`src/rtl/rst_qual_pkg.sv`:
```
// Package: shared mode encoding and default timing constants for the
// reset qualification controller.
package rst_qual_pkg;

    // Selects how the minimum width of the external reset is measured.
    typedef enum logic {
        OSC_CYCLE = 1'b0,   // counted in machine-cycle strobes
        OSC_TIME  = 1'b1    // counted in reference-time ticks
    } osc_mode_e;

    localparam int DEF_CLK_PER_MC = 12;  // system clocks per machine cycle
    localparam int DEF_MC_QUAL    = 2;   // machine cycles needed to qualify
    localparam int DEF_REF_TICKS  = 4;   // 4 MHz ticks make 1 us
    localparam int DEF_WDT_MC     = 3;   // machine cycles of watchdog reset
    localparam int DEF_SYNC_STG   = 2;   // synchronizer depth

endpackage

```
`src/rtl/rst_in_sync.sv`:
```
// Module: rst_in_sync
// Brings an asynchronous level into the clk domain through a chain of
// STAGES flops. Assumes the input is already free of glitches (Schmitt
// cleaned), so only metastability has to be handled. The chain clears
// to 0 under the synchronous active-low reset.
module rst_in_sync #(
    parameter int STAGES = 2
) (
    input  logic clk,
    input  logic rst_n,
    input  logic async_in,
    output logic sync_out
);

    logic [STAGES-1:0] chain_q;

    generate
        for (genvar g = 0; g < STAGES; g++) begin : g_stage
            if (g == 0) begin : g_first
                // First flop: samples the asynchronous input.
                always_ff @(posedge clk) begin
                    if (!rst_n) chain_q[0] <= 1'b0;
                    else        chain_q[0] <= async_in;
                end
            end else begin : g_next
                // Later flops: pass the level one stage further on.
                always_ff @(posedge clk) begin
                    if (!rst_n) chain_q[g] <= 1'b0;
                    else        chain_q[g] <= chain_q[g-1];
                end
            end
        end
    endgenerate

    assign sync_out = chain_q[STAGES-1];

endmodule

```
`src/rtl/rst_width_qual.sv`:
```
// Module: rst_width_qual
// Accepts a synchronized reset request only after it has stayed high
// for a minimum number of strobes. The mode input chooses both the
// strobe (machine cycle or reference tick) and the count target.
// Assumes each strobe is one clock wide. Any low level clears the count
// and the qualified state on the next edge.
module rst_width_qual
    import rst_qual_pkg::*;
#(
    parameter int MC_QUAL   = DEF_MC_QUAL,
    parameter int REF_TICKS = DEF_REF_TICKS
) (
    input  logic      clk,
    input  logic      rst_n,
    input  logic      req_sync,
    input  osc_mode_e mode,
    input  logic      mc_tick,
    input  logic      ref_tick,
    output logic      qualified
);

    localparam int MAXC  = (MC_QUAL > REF_TICKS) ? MC_QUAL : REF_TICKS;
    localparam int CNT_W = $clog2(MAXC + 1);
    localparam logic [CNT_W-1:0] MC_LAST  = CNT_W'(MC_QUAL - 1);
    localparam logic [CNT_W-1:0] REF_LAST = CNT_W'(REF_TICKS - 1);

    logic [CNT_W-1:0] cnt_q;
    logic             qual_q;
    logic             step;
    logic [CNT_W-1:0] last;

    // Pick the strobe and the final count for the current mode.
    always_comb begin
        if (mode == OSC_TIME) begin
            step = ref_tick;
            last = REF_LAST;
        end else begin
            step = mc_tick;
            last = MC_LAST;
        end
    end

    // Width counter: counts strobes while the request is high and
    // restarts from zero when the request drops.
    always_ff @(posedge clk) begin
        if (!rst_n) begin
            cnt_q  <= '0;
            qual_q <= 1'b0;
        end else if (!req_sync) begin
            cnt_q  <= '0;
            qual_q <= 1'b0;
        end else if (!qual_q && step) begin
            if (cnt_q == last) begin
                cnt_q  <= '0;
                qual_q <= 1'b1;
            end else begin
                cnt_q <= cnt_q + 1'b1;
            end
        end
    end

    assign qualified = qual_q;

endmodule

```
`src/rtl/rst_wdt_stretch.sv`:
```
// Module: rst_wdt_stretch
// Turns a one-clock watchdog overflow into a reset pulse that lasts
// exactly CLK_PER_MC*WDT_MC system clocks from the edge that samples the
// overflow. An overflow that arrives during the pulse reloads the count.
module rst_wdt_stretch
    import rst_qual_pkg::*;
#(
    parameter int CLK_PER_MC = DEF_CLK_PER_MC,
    parameter int WDT_MC     = DEF_WDT_MC
) (
    input  logic clk,
    input  logic rst_n,
    input  logic ovf,
    output logic active
);

    localparam int WDT_CLKS = CLK_PER_MC * WDT_MC;
    localparam int CNT_W    = $clog2(WDT_CLKS);
    localparam logic [CNT_W-1:0] LOAD = CNT_W'(WDT_CLKS - 1);

    logic [CNT_W-1:0] left_q;
    logic             act_q;

    // Pulse timer: loads on overflow and counts down to the end of the pulse.
    always_ff @(posedge clk) begin
        if (!rst_n) begin
            left_q <= '0;
            act_q  <= 1'b0;
        end else if (ovf) begin
            left_q <= LOAD;
            act_q  <= 1'b1;
        end else if (act_q) begin
            if (left_q == '0) act_q  <= 1'b0;
            else              left_q <= left_q - 1'b1;
        end
    end

    assign active = act_q;

endmodule

```
`src/rtl/rst_qual_ctrl.sv`:
```
// Module: rst_qual_ctrl (top)
// Combines a qualified external reset request with a stretched watchdog
// pulse into the core reset. The same signal goes out to peripherals,
// and it forces the bus-control strobes high while it is asserted.
// Assumes mc_tick, ref_tick and wdt_ovf are one-clock pulses in the clk
// domain and rst_in is asynchronous but free of glitches.
module rst_qual_ctrl
    import rst_qual_pkg::*;
#(
    parameter int CLK_PER_MC = DEF_CLK_PER_MC,
    parameter int MC_QUAL    = DEF_MC_QUAL,
    parameter int REF_TICKS  = DEF_REF_TICKS,
    parameter int WDT_MC     = DEF_WDT_MC,
    parameter int SYNC_STG   = DEF_SYNC_STG
) (
    input  logic clk,
    input  logic rst_n,
    input  logic rst_in,
    input  logic osc_sel,
    input  logic mc_tick,
    input  logic ref_tick,
    input  logic wdt_ovf,
    input  logic ale_core,
    input  logic psen_core,
    output logic cpu_rst,
    output logic rst_out,
    output logic ale_pin,
    output logic psen_pin
);

    logic      req_sync;
    logic      ext_rst;
    logic      wdt_active;
    osc_mode_e mode;

    assign mode = osc_mode_e'(osc_sel);

    rst_in_sync #(.STAGES(SYNC_STG)) u_sync (
        .clk      (clk),
        .rst_n    (rst_n),
        .async_in (rst_in),
        .sync_out (req_sync)
    );

    rst_width_qual #(.MC_QUAL(MC_QUAL), .REF_TICKS(REF_TICKS)) u_qual (
        .clk       (clk),
        .rst_n     (rst_n),
        .req_sync  (req_sync),
        .mode      (mode),
        .mc_tick   (mc_tick),
        .ref_tick  (ref_tick),
        .qualified (ext_rst)
    );

    rst_wdt_stretch #(.CLK_PER_MC(CLK_PER_MC), .WDT_MC(WDT_MC)) u_wdt (
        .clk    (clk),
        .rst_n  (rst_n),
        .ovf    (wdt_ovf),
        .active (wdt_active)
    );

    // Merge the two sources and apply the strobe override.
    always_comb begin
        cpu_rst  = ext_rst | wdt_active;
        rst_out  = cpu_rst;
        ale_pin  = ale_core  | cpu_rst;
        psen_pin = psen_core | cpu_rst;
    end

endmodule

```
`config.mk`:
```
export PLATFORM = sky130hd
export DESIGN_NAME = rst_qual_ctrl
export DESIGN_NICKNAME = d
export VERILOG_FILES = /design/src/rtl/rst_qual_pkg.sv /design/src/rtl/rst_in_sync.sv /design/src/rtl/rst_width_qual.sv /design/src/rtl/rst_wdt_stretch.sv /design/src/rtl/rst_qual_ctrl.sv
export SDC_FILE = /design/constraint.sdc
export NUM_CORES = 1
export LEC_CHECK = 0
export ABC_AREA = 1
export CAP_MARGIN = 40
export CORE_MARGIN = 2
export CORE_UTILIZATION = 45
export DETAILED_ROUTE_END_ITERATION = 16
export DONT_BUFFER_PORTS = 1
export PLACE_DENSITY = 0.65
export SLEW_MARGIN = 20
export SYNTH_ARGS = -nofsm -noshare
export SYNTH_HDL_FRONTEND = slang
export SYNTH_SLANG_ARGS = --single-unit
```
`constraint.sdc`:
```
create_clock -name clk -period 1.1 [get_ports clk]
set_clock_uncertainty 0.05 [all_clocks]
set_input_delay 0.165 -clock clk [delete_from_list [all_inputs] [get_ports clk]]
set_output_delay 0.165 -clock clk [all_outputs]
set_load 0.01 [all_outputs]
```
After elaboration in Yosys (flattened, before gate mapping)
Index checks and enable logic that the tools add are counted.
Storage, ports and cells
  bits in registers: 13
  output and inout bits: 4
Cells by class
  $add $sub $neg: 2
  eq/ne operators: 2
  muxes and demuxes: 9
  bitwise gates (word level): 5
  reduce and logical (&&, ||, !) cells: 9
Operators with widths (number)
  6-bit 2-to-1 mux: 3
  2-bit AND reduction: 4
  6-bit zero test: 1
  6-bit by 1-bit subtractor with 6-bit output, second input constant: 1
  1-bit 2-to-1 mux: 4
  3-bit by 1-bit adder with 3-bit output, second input constant: 1
  3-bit by 2-bit == test with 1-bit output: 1
  3-bit 2-to-1 mux: 1
  1-bit bitwise OR: 3
  2-bit 2-to-1 mux: 1
  2-bit inequality test, second input constant: 1
  1-bit inverter: 2
  2-bit nonzero test: 1
  2-bit OR reduction: 1
  1-bit logical AND: 1
  1-bit zero test: 1

Depth between registers and ports, before layout
  word-level depth: 4
  mapped depth: 9
  mapped depth without buffers: 9

Cells and area by module
From an unflattened synthesis, not the netlist that was laid out.
Unflattened totals
  cells, all modules: 117
  area total of the unflattened synthesis: 747.0 µm²
By module, submodules not included
  rst_wdt_stretch: instances 1, cells an instance 59, area an instance 405.4 µm², sequential area each 140.1 µm²
  rst_width_qual: instances 1, cells an instance 45, area an instance 254.0 µm², sequential area each 80.1 µm²
  rst_in_sync: instances 1, cells an instance 6, area an instance 55.1 µm², sequential area each 40.0 µm²
  rst_qual_ctrl: instances 1, cells an instance 7, area an instance 32.5 µm², sequential area each 0.0 µm²

Worst setup path before layout
OpenSTA, ideal clock, no wires.
  kind: reg2reg
  start point: register u_wdt.left_q[0]
  end point: register u_wdt.left_q[2]
  data arrival time: 0.988 ns
  required time: 0.937 ns
  slack: -0.051 ns
  stages on the path, launching flop included: 9
  path buffers: 0
  clock period less this slack: 1.151 ns
  cell sequence: dfxtp_1 inv_1 ha_1 nand3_2 nand2_4 nor2_2 nand2_1 nand2_1 a21oi_2
Between the ends
  longest elaborated chain between the ends: 3
  elaborated cells between the ends (all ways): 4
Ends and longest elaborated chain
  from (decl): line rst_wdt_stretch.sv:21  | logic [CNT_W-1:0] left_q;
  from (signal assigned): line rst_wdt_stretch.sv:34  | else left_q <= left_q - 1'b1;
  branches (longest 3 deep; another with 6-bit by 1-bit subtractor with 6-bit output)
Several ways; the timed one is not identified.
A chain may end at the register's enable or synchronous reset.

Worst setup path after layout
  start point: register u_wdt.left_q[1]
  end point: register u_wdt.left_q[0]
Between the ends
  longest elaborated chain between the ends: 3
Ends and longest elaborated chain
  6-bit zero test: line rst_wdt_stretch.sv:33  | if (left_q == '0) act_q <= 1'b0;
  2-bit inequality test (no line)
  2-bit AND reduction (no line)
Every way passes these cells.

==> results.json <==
{
  "status": "complete, but fails checks",
  "violations": "negative hold slack, negative setup slack",
  "fillCellCount": 128,
  "gp_congestion": 0.857,
  "syn_area_per_cell_sq_um": 6.78,
  "netlist_top_cells_area": "dfxtp_1 38%, nand2_1 13%, inv_1 11%, nor2_1 6.0%, ha_1 5.4%",
  "ant_nets": 0,
  "clock_path_buffers": 2,
  "rsz0062_at_grt": "yes",
  "finalMaxSlewViolations": 0,
  "worstSetupStartpointType": "flip-flop",
  "tightest_slew_ps": 218,
  "hold_viol": 2,
  "whs_ps": -11.6,
  "synth-seq-cells": 13,
  "grt_overflow": 0,
  "required_ps": 1250,
  "port_buffers": 0,
  "p_leak_nw": 0.419,
  "num_vias": 674,
  "synth.distinct_cells": 21,
  "synth-async-reset-ratio": 0,
  "drive_gt1_frac": 0.410,
  "viasPerCell": 5.07,
  "synth-edff-count": 0,
  "grt_usage": 0.166,
  "io_pins": 13,
  "grt_antenna_before_repair": 0,
  "seq_area_frac_synth": 0.376,
  "dp_hpwl_um": 926,
  "area_delta_synth_final_pct": 36.3,
  "initial_core_util": 0.470,
  "grt_pass1_vias": 587,
  "synth_top_area_frac": 0.376,
  "cp_slowest_stage_delay_ps": 350,
  "path_class": "reg -> reg",
  "seqPwrFrac": 0.465,
  "crit_buf_inv": 2,
  "p_clk_frac": 0.281,
  "holdCritPathClass": "in -> reg",
  "syn_area_sq_um": 692,
  "die_x_um": 43.2,
  "wl_um": 1540,
  "finalCoreUtilization": 0.641,
  "grt_pass1_wl_um": 2260,
  "timing.final.crit_share": 1.08,
  "critPathTopFamily": "flip-flops",
  "clock-sinks": 13,
  "nNetsFinal": 130,
  "coreArea_sq_mm": 0.00147,
  "cp_cell_sequence": "inv_2, ha_4, nand3_4, nand2_8, inv_4, nand2_2, a31oi_2",
  "final_cell_count_no_fill": 133,
  "synth_top_family_by_area": "simple AND/OR/NAND/NOR gates",
  "p_int_w": 0.000759,
  "synth-adder-area-share": 0.0542,
  "timing.fmax_ghz": 0.840,
  "netlist_instances": 102,
  "numCtsBuffers": 3,
  "synth_compound_area_frac": 0.0995,
  "synth_most_common_cell": "nand2_1",
  "drtPass1Iterations": 4,
  "synthXorXnorAreaFrac": 0,
  "crit_path_top_delay_cell": "dfxtp_2",
  "multi_input_area_sq_um": 437,
  "arrival_ps": 1350,
  "yosysWarnings": 0,
  "ys.flop_type": "dfxtp_1",
  "grt_max_degree": 8,
  "p_switching_w": 0.000341,
  "layout_setup_ws_ps": -90.7,
  "dp_cells": 121,
  "seqCellArea_sq_um": 268,
  "dieArea_sq_mm": 0.00187,
  "wire_per_inst_um": 11.6,
  "p_comb_frac": 0.254,
  "rows": 14,
  "cp-startpoint": "u_wdt.left_q[1]",
  "cts_tree": "done",
  "yosys.area_share.simple": 0.340,
  "maxCapViolations": 0,
  "setup_viol": 9,
  "ir_drop_uv": 995,
  "power_w": 0.00110,
  "powerDensity_mw_per_mm2": 1170,
  "switching_share": 0.310,
  "worstSetupEndpointType": "flip-flop",
  "syn-num-nets": 114,
  "die_h_um": 43.2,
  "critPathMaxFanout": 6,
  "cts.clk_slew.worst_paths_ps": 80,
  "synthMuxAreaShare": 0,
  "htree_levels": 1,
  "drc_errors": 0,
  "r2r_start": "u_wdt.left_q[1]",
  "fin_crit_ps": 1190,
  "relSlewSlack": 0.854,
  "root_buffer": "clkbuf_4",
  "min-delay-start": "wdt_ovf",
  "insertion_delay_ps": 280,
  "drtIter0Drc": 19,
  "synth_commonest_cells": "24 x nand2_1, 20 x inv_1, 13 x dfxtp_1",
  "num_antenna_cells": 0,
  "synth_top_area_cell": "dfxtp_1"
}
power groups by stage:
stage	Clock, W	Sequential (W)	Combinational, W
floorplan	0	0.000516	0.000137
global placement	0	0.000515	0.000174
detailed placement	0	0.000516	0.000176
CTS	0.000300	0.000509	0.000224
global route	0.000319	0.000514	0.000310
finish	0.000309	0.000512	0.000280
sequential cells by signal, indices dropped and copies added (netlist names):
| name | flops |
|---|---|
| u_wdt.left_q | 6 |
| u_sync.sync_out | 1 |
| u_wdt.active | 1 |
| u_qual.qualified | 1 |
| u_sync.chain_q | 1 |
| u_qual.cnt_q | 3 |
cell usage in the layout (no fill, tap or decap), drive strengths merged:
master | Yosys | layout
o21ai | 6 | 6
inv | 22 | 22
a21oi | 5 | 5
nand3 | 5 | 5
dfxtp | 13 | 13
nand4 | 3 | 3
buf | 1 | 9
nor2 | 14 | 14
dlygate4sd3 | 0 | 3
a31oi | 1 | 1
clkbuf | 0 | 4
ha | 3 | 3
nand2 | 26 | 26
or2 | 3 | 3
per-stage QoR:
step                setup slack (ps)  TNS, ps  cell area (sq um)
floorplan                      -4.69    -5.74                694
global placement               -40.8     -187                737
detailed placement             -84.3     -377                737
CTS                            -66.5     -310                852
global route                    -149    -1080                943
finish                         -90.7     -559                943
per-layer routing:
metal	share of wire	GRT usage	up-vias
li1	-	-	343
met1	0.43	0.193	300
met2	0.48	0.266	27
met3	0.055	0.0426	4
met4	0.027	0.109	0
met5	0	0	-
layout make-up:
class	instances	share of cell area
multi-input combinational	66	0.463
sequential	13	0.284
timing repair buffer	12	0.111
inverter	22	0.0928
clock buffer	4	0.0279
tap	16	0.0212
kinds of logic after synthesis:
family                     count (synthesis)
and+or+nand+nor                           51
buffers and inverters                     23
DFF                                       13
AOI/OAI and AO/OA                         12
adders and majority gates                  3
path summary, 6_finish.rpt:
check	depth (start not counted)	to	slack, ps
worst min register to register	2	u_sync.sync_out	400
worst max-delay path	7	u_wdt.left_q[0]	-90
worst min-delay path	3	u_wdt.left_q[3]	-10
worst max register to register	7	u_wdt.left_q[0]	-90
worst reg2reg max path, delay by kind of cell (launching register included):
family | cells | cell delay [ps]
buffers and inverters | 2 | 130
AO/OA/AOI/OAI | 1 | 180
flip-flops | 1 | 350
adder cells (fa/ha/maj) | 1 | 160
AND/OR/NAND/NOR | 3 | 240
what timing repair did:
| action | CTS | global route |
|---|---|---|
| pin swaps | 3 | 6 |
| buffers inserted | 2 | 3 |
| endpoints found under the hold margin | 6 | 2 |
| endpoints found under the setup margin | 11 | 14 |
| hold buffers | 2 | 1 |
| resized for setup | 20 | 18 |
Power figures use the tool's default switching activity.
